<file path="config.mk">
export PLATFORM = sky130hd
export DESIGN_NAME = sbs_sram
export DESIGN_NICKNAME = d
export VERILOG_FILES = /design/src/rtl/sbs_pkg.sv /design/src/rtl/sbs_burst_addr.sv /design/src/rtl/sbs_ctrl.sv /design/src/rtl/sbs_lane.sv /design/src/rtl/sbs_sram.sv
export SDC_FILE = /design/constraint.sdc
export NUM_CORES = 1
export LEC_CHECK = 0
export ABC_CLOCK_PERIOD_IN_PS = 10300
export BUFFER_PORTS_ARGS = -buffer_cell sky130_fd_sc_hd__buf_4
export CAP_MARGIN = 20
export CORE_AREA = 2 2 292 294
export CTS_CLUSTER_SIZE = 12
export DETAILED_ROUTE_END_ITERATION = 7
export DIE_AREA = 0 0 294 296
export PLACE_DENSITY = 0.66
export SLEW_MARGIN = 15
export SYNTH_ARGS = -nofsm -noshare
export SYNTH_HDL_FRONTEND = slang
export SYNTH_SLANG_ARGS = --single-unit
</file>
<file path="constraint.sdc">
create_clock -name clk_i -period 10.3 [get_ports clk_i]
set_clock_uncertainty 0.2 [all_clocks]
set_input_delay 0 -clock clk_i [delete_from_list [all_inputs] [get_ports clk_i]]
set_output_delay 0 -clock clk_i [all_outputs]
set_load 0.03 [all_outputs]
</file>
<file path="src/rtl/sbs_pkg.sv">
package sbs_pkg;
  typedef enum logic {OP_WR = 1'b0, OP_RD = 1'b1} op_e;

  // low two address bits of burst step k from start s
  function automatic logic [1:0] burst_lo(input logic [1:0] s, input logic [1:0] k,
                                          input logic interleave);
    return interleave ? (s ^ k) : 2'(s + k);
  endfunction
endpackage

</file>
<file path="src/rtl/sbs_burst_addr.sv">
module sbs_burst_addr #(
  parameter int AW = 6
) (
  input  logic [AW-1:0] base_i,
  input  logic [1:0]    step_i,
  input  logic          order_i,
  output logic [AW-1:0] addr_o
);
  assign addr_o = {base_i[AW-1:2], sbs_pkg::burst_lo(base_i[1:0], step_i, order_i)};
endmodule

</file>
<file path="src/rtl/sbs_ctrl.sv">
module sbs_ctrl #(
  parameter int AW       = 6,
  parameter int WAKE_CYC = 2
) (
  input  logic          clk_i,
  input  logic          rst_ni,
  input  logic          clk_en_ni,
  input  logic          sleep_i,
  input  logic          adv_i,
  input  logic          rd_i,
  input  logic          sel_i,
  input  logic          order_i,
  input  logic [AW-1:0] addr_i,
  output logic          act_o,
  output logic          rd_o,
  output logic [1:0]    step_o,
  output logic          acc_en_o,
  output logic          acc_wr_o,
  output logic [AW-1:0] acc_addr_o
);
  import sbs_pkg::*;
  localparam int CW = (WAKE_CYC < 1) ? 1 : $clog2(WAKE_CYC + 1);

  logic          act_q, fire, load, blk;
  op_e           op_q;
  logic [AW-1:0] base_q, nxt_addr;
  logic [1:0]    step_q, step_nxt;
  logic [CW-1:0] wake_q;

  assign fire     = !clk_en_ni && !sleep_i;
  assign load     = !adv_i;
  assign blk      = !rd_i && (wake_q != '0);
  assign step_nxt = 2'(step_q + 2'd1);

  sbs_burst_addr #(.AW(AW)) i_baddr (
    .base_i (base_q),
    .step_i (step_nxt),
    .order_i(order_i),
    .addr_o (nxt_addr)
  );

  always_comb begin
    acc_en_o   = 1'b0;
    acc_wr_o   = 1'b0;
    acc_addr_o = nxt_addr;
    if (fire) begin
      if (load) begin
        acc_en_o   = sel_i && !blk;
        acc_wr_o   = !rd_i;
        acc_addr_o = addr_i;
      end else begin
        acc_en_o = act_q;
        acc_wr_o = (op_q == OP_WR);
      end
    end
  end

  always_ff @(posedge clk_i or negedge rst_ni) begin
    if (!rst_ni) begin
      act_q  <= 1'b0;
      op_q   <= OP_RD;
      base_q <= '0;
      step_q <= '0;
      wake_q <= '0;
    end else if (sleep_i) begin
      act_q  <= 1'b0;
      wake_q <= CW'(WAKE_CYC);
    end else begin
      if (wake_q != '0) wake_q <= wake_q - 1'b1;
      if (fire) begin
        if (load) begin
          act_q  <= sel_i && !blk;
          op_q   <= rd_i ? OP_RD : OP_WR;
          base_q <= addr_i;
          step_q <= '0;
        end else if (act_q) begin
          step_q <= step_nxt;
        end
      end
    end
  end

  assign act_o  = act_q;
  assign rd_o   = (op_q == OP_RD);
  assign step_o = step_q;
endmodule

</file>
<file path="src/rtl/sbs_lane.sv">
module sbs_lane #(
  parameter int AW = 6,
  parameter int BW = 8
) (
  input  logic          clk_i,
  input  logic          rst_ni,
  input  logic          we_i,
  input  logic          re_i,
  input  logic [AW-1:0] addr_i,
  input  logic [BW-1:0] wdata_i,
  output logic [BW-1:0] rdata_o
);
  localparam int DEPTH = 1 << AW;

  logic [BW-1:0] mem_q [DEPTH];
  logic [BW-1:0] dout_q;

  always_ff @(posedge clk_i) begin
    if (we_i) mem_q[addr_i] <= wdata_i;
  end

  always_ff @(posedge clk_i or negedge rst_ni) begin
    if (!rst_ni)   dout_q <= '0;
    else if (re_i) dout_q <= mem_q[addr_i];
  end

  assign rdata_o = dout_q;
endmodule

</file>
<file path="src/rtl/sbs_sram.sv">
module sbs_sram #(
  parameter int AW       = 6,
  parameter int NB       = 2,
  parameter int BW       = 8,
  parameter int WAKE_CYC = 2
) (
  input  logic             clk_i,
  input  logic             rst_ni,
  input  logic             clk_en_ni,
  input  logic             sleep_i,
  input  logic             adv_i,
  input  logic             rd_i,
  input  logic             sel_a_ni,
  input  logic             sel_b_i,
  input  logic             sel_c_ni,
  input  logic             order_i,
  input  logic [AW-1:0]    addr_i,
  input  logic [NB-1:0]    be_i,
  input  logic [NB*BW-1:0] wdata_i,
  input  logic             oe_ni,
  output logic [NB*BW-1:0] rdata_o,
  output logic             rdata_oe_o
);
  localparam int DW = NB * BW;

  logic          sel, act, rd, acc_en, acc_wr;
  logic [1:0]    step;
  logic [AW-1:0] acc_addr;
  logic [NB-1:0] lane_we;
  logic [DW-1:0] dout;

  assign sel = !sel_a_ni && sel_b_i && !sel_c_ni;

  sbs_ctrl #(.AW(AW), .WAKE_CYC(WAKE_CYC)) i_ctrl (
    .clk_i     (clk_i),
    .rst_ni    (rst_ni),
    .clk_en_ni (clk_en_ni),
    .sleep_i   (sleep_i),
    .adv_i     (adv_i),
    .rd_i      (rd_i),
    .sel_i     (sel),
    .order_i   (order_i),
    .addr_i    (addr_i),
    .act_o     (act),
    .rd_o      (rd),
    .step_o    (step),
    .acc_en_o  (acc_en),
    .acc_wr_o  (acc_wr),
    .acc_addr_o(acc_addr)
  );

  for (genvar l = 0; l < NB; l++) begin : g_lane
    assign lane_we[l] = acc_en && acc_wr && be_i[l];
    sbs_lane #(.AW(AW), .BW(BW)) i_lane (
      .clk_i  (clk_i),
      .rst_ni (rst_ni),
      .we_i   (lane_we[l]),
      .re_i   (acc_en && !acc_wr),
      .addr_i (acc_addr),
      .wdata_i(wdata_i[l*BW +: BW]),
      .rdata_o(dout[l*BW +: BW])
    );
  end

  assign rdata_oe_o = act && rd && !oe_ni && !sleep_i;
  assign rdata_o    = rdata_oe_o ? dout : '0;
endmodule

</file>
==> impl_metrics.prom <==
# TYPE chip_impl_metric gauge
chip_impl_info{name="status",value="finished, final reports clean"} 1
chip_impl_metric{name="cts.path.max_buffers",unit=""} 3
chip_impl_metric{name="maxSlewViolCount",unit=""} 0
chip_impl_info{name="cts.root.buffer_cell",value="clkbuf_16"} 1
chip_impl_metric{name="ios",unit=""} 52
chip_impl_metric{name="multi_input_comb_area",unit="um2"} 9660
chip_impl_metric{name="post_route_cells_drive_above_1_share",unit=""} 0.0979
chip_impl_metric{name="full_die_area",unit="um2"} 87000
chip_impl_metric{name="period_minus_slack",unit="ps"} 5230
chip_impl_metric{name="route.detailed.vias_per_inst",unit=""} 6.42
chip_impl_metric{name="slew-limit-headroom",unit=""} 0.193
chip_impl_metric{name="totalPowerFinal",unit="W"} 0.00943
chip_impl_metric{name="flow.area_growth_from_synthesis",unit="%"} 12.3
chip_impl_metric{name="synthesis.instances",unit=""} 2781
chip_impl_metric{name="dpl_ws",unit="ps"} 5360
chip_impl_info{name="crit_slowest_cell",value="a2111oi_0"} 1
chip_impl_metric{name="max-vdd-ir-drop",unit="mV"} 0.156
chip_impl_metric{name="finish.net_count",unit=""} 2920
chip_impl_info{name="synth_top_flop_cell",value="edfxtp_1"} 1
chip_impl_info{name="crit_path_end_kind",value="register"} 1
chip_impl_metric{name="critPathRequiredTime",unit="ps"} 10640
chip_impl_metric{name="initial_antenna_violation_count",unit=""} 2
chip_impl_metric{name="total_leakage_power",unit="nW"} 15.5
chip_impl_metric{name="dr.first_iter.drc_count",unit=""} 3979
chip_impl_metric{name="fin_util",unit=""} 0.556
chip_impl_info{name="path_class",value="reg -> reg"} 1
chip_impl_metric{name="n_fill_cell",unit=""} 6551
chip_impl_metric{name="worst_path_max_stage_delay",unit="ps"} 1080
chip_impl_metric{name="ff_latch_area",unit="um2"} 31500
chip_impl_metric{name="wirelength",unit="um"} 121000
chip_impl_metric{name="initial_core_util",unit=""} 0.495
chip_impl_metric{name="core_area",unit="um2"} 84200
chip_impl_metric{name="cts_inserted_buffers",unit=""} 104
chip_impl_info{name="unrepaired_setup_endpoints_after_global_routing",value="false"} 1
chip_impl_metric{name="routed_wire_length_per_instance",unit="um"} 29.7
chip_impl_metric{name="floorplan.die.height",unit="um"} 296
chip_impl_metric{name="placementRows",unit=""} 107
chip_impl_metric{name="seq_area_frac_synth",unit=""} 0.754
chip_impl_info{name="biggest_area_consumer_among_synthesized_cells",value="edfxtp_1"} 1
chip_impl_metric{name="place.detailed.hpwl",unit="um"} 75200
chip_impl_metric{name="h_tree_levels",unit=""} 3
chip_impl_metric{name="finalHoldViolCount",unit=""} 0
chip_impl_metric{name="synth_edf_count",unit=""} 1024
chip_impl_metric{name="syn-mean-instance-area",unit="um2"} 15.0
chip_impl_metric{name="crit_path_arrival_time",unit="ps"} 5570
chip_impl_info{name="most_common_cell_after_layout_fill_and_taps_aside",value="edfxtp_1"} 1
chip_impl_metric{name="setup_viol_count_final",unit=""} 0
chip_impl_metric{name="final_critical_path_setup_slack",unit="ps"} 5070
chip_impl_metric{name="fin_tns_setup",unit="ps"} 0
chip_impl_metric{name="syn-cell-area",unit="um2"} 41700
chip_impl_info{name="yosys-top-cells-area",value="edfxtp_1 (74%), mux2i_1 (6.5%), nand2_1 (4.4%)"} 1
chip_impl_metric{name="vias_in_the_first_global_route",unit=""} 25000
chip_impl_metric{name="vias",unit=""} 26000
chip_impl_metric{name="post_synth_num_cell_types",unit=""} 71
chip_impl_metric{name="synth_fp_nets",unit=""} 2818
chip_impl_metric{name="asyncSetResetFlopFracSynth",unit=""} 0.0266
chip_impl_metric{name="timing.max_cap.violations",unit=""} 0
chip_impl_metric{name="global_route.overflow_total",unit=""} 0
chip_impl_metric{name="max_freq",unit="GHz"} 0.191
chip_impl_metric{name="route.antenna.remaining_nets",unit=""} 0
chip_impl_metric{name="power.density",unit="nW/um2"} 201
chip_impl_info{name="class_of_the_tightest_hold_or_removal_check",value="in -> reg"} 1
chip_impl_info{name="timing.critical_path.cells",value="inv_1 > ha_1 > nor2b_1 > xnor3_1 > a21boi_4 > buf_4 > nor2_1 > a2111oi_0 > o2111ai_1 > o32a_1"} 1
chip_impl_metric{name="drt_pass1_iterations",unit=""} 6
chip_impl_metric{name="gr-usage-all-layers",unit=""} 0.277
chip_impl_metric{name="synth-seq-cells",unit=""} 1052
chip_impl_metric{name="grt_max_degree",unit=""} 173
chip_impl_info{name="setup.worst_path.start_class",value="register"} 1
chip_impl_metric{name="num_clock_sinks",unit=""} 1052
chip_impl_metric{name="clk_transition_reported_paths",unit="ps"} 60
chip_impl_metric{name="placer_s_final_routability_congestion_estimate",unit=""} 0.927
chip_impl_metric{name="timing_worst_slew_pin_value",unit="ps"} 1180
chip_impl_metric{name="synthesis.yosys.warnings",unit=""} 0
chip_impl_metric{name="port_buffers",unit=""} 51
chip_impl_info{name="tritoncts",value="done"} 1
chip_impl_metric{name="largest_fanout_on_the_critical_path",unit=""} 38
chip_impl_metric{name="drc_errors",unit=""} 0
chip_impl_metric{name="die_extent_in_x",unit="um"} 294
chip_impl_metric{name="cts_repair_resize_count",unit=""} 0
chip_impl_metric{name="yosys.area.top_type_share",unit=""} 0.737
chip_impl_metric{name="global_route_wire_length_before_repair",unit="um"} 173000
chip_impl_info{name="layout_common_cells",value="edfxtp_1 (1024), nand2_1 (483), mux2i_1 (272), nor2_1 (168), a21oi_1 (164)"} 1
chip_impl_metric{name="clk_latency",unit="ps"} 670
chip_impl_metric{name="fin_crit_sh",unit=""} 0.508
power by group:
part	internal (W)	total, W	leakage, nW	switching, W
Sequential	0.00472	0.00475	9.55	0.0000278
Clock	0.00200	0.00353	1.52	0.00153
Combinational	0.000328	0.00115	4.39	0.000824
synth_stat cells, types with 10 or more instances:
cell,number
a2111oi_0,21
a21oi_1,168
a222oi_1,12
a31oi_1,19
and2_1,18
buf_2,55
clkbuf_1,80
dfrtp_1,27
edfxtp_1,1024
mux2i_1,272
nand2_1,485
nand3_1,10
nand4_1,10
nor2_1,169
nor3_1,56
nor4_1,38
o2111ai_1,10
o21ai_0,29
o22ai_1,64
o32a_1,16
o32ai_1,37
flip-flops by register name (all words and copies together) (netlist names):
signal and count:
g_lane.i_lane.rdata_o 16, i_ctrl.rd_o 1, i_ctrl.wake_q 2, i_ctrl.step_o 2, i_ctrl.base_q 6, g_lane.i_lane.mem_q 1024, i_ctrl.act_o 1
metrics by stage:
step	cells	hold WS, ps	instance area, um2
floorplan	2781	-496	41700
global placement	3829	-193	43300
detailed placement	3829	-183	43300
CTS	4053	58.1	46800
global route	4053	109	46800
finish	4055	78.2	46800
metal layers:
metal  global-route usage  wire (um)  up-vias
li1                     -          -    10900
met1                0.375      46100    13100
met2                0.440      56300     1715
met3               0.0548      12600      286
met4                0.118       5530        0
met5                    0          0        -
critical path: cells and delay by family (launching register included):
kind | cells | cell delay, ps
and+or+nand+nor | 2 | 640
adders and majority gates | 1 | 140
buffers and inverters | 2 | 650
DFF | 1 | 430
AOI/OAI and AO/OA | 4 | 2420
xor gates and xnor gates | 1 | 600
area by class of cell:
class | instances | area share
antenna | 2 | 0.000107
clock buffer | 169 | 0.0647
clock inverter | 17 | 0.00208
inverter | 6 | 0.000481
multi-input combinational | 1572 | 0.206
sequential | 1052 | 0.671
tap | 1090 | 0.0291
timing repair buffer | 147 | 0.0261
logic make-up after synthesis:
group / share of synthesized area
flip-flops: 0.754
AND/OR/NAND/NOR: 0.0822
AO/OA/AOI/OAI: 0.0758
multiplexers: 0.0680
buffers and inverters: 0.0177
XOR/XNOR: 0.00153
adder cells (fa/ha/maj): 0.000600
repair_timing:
action | 4_1_cts | 5_1_grt
endpoints found under the hold margin | 1080 | 0
hold buffers | 38 | 0
setup buffers | 0 | 0
final timing paths:
path                             startpoint                          end  slack [ps]  cells after the start
min reg2reg                     i_ctrl.rd_o                  i_ctrl.rd_o         300                      2
min in group asynchronous            rst_ni                  i_ctrl.rd_o         220                      3
max in group asynchronous            rst_ni  g_lane[1].i_lane.rdata_o[6]        9420                      4
min                               clk_en_ni             i_ctrl.base_q[0]          80                      4
max reg2reg                i_ctrl.step_o[0]  g_lane[1].i_lane.rdata_o[5]        5070                     10
max                        i_ctrl.step_o[0]  g_lane[1].i_lane.rdata_o[5]        5070                     10
(Power assumes the default switching activity.)
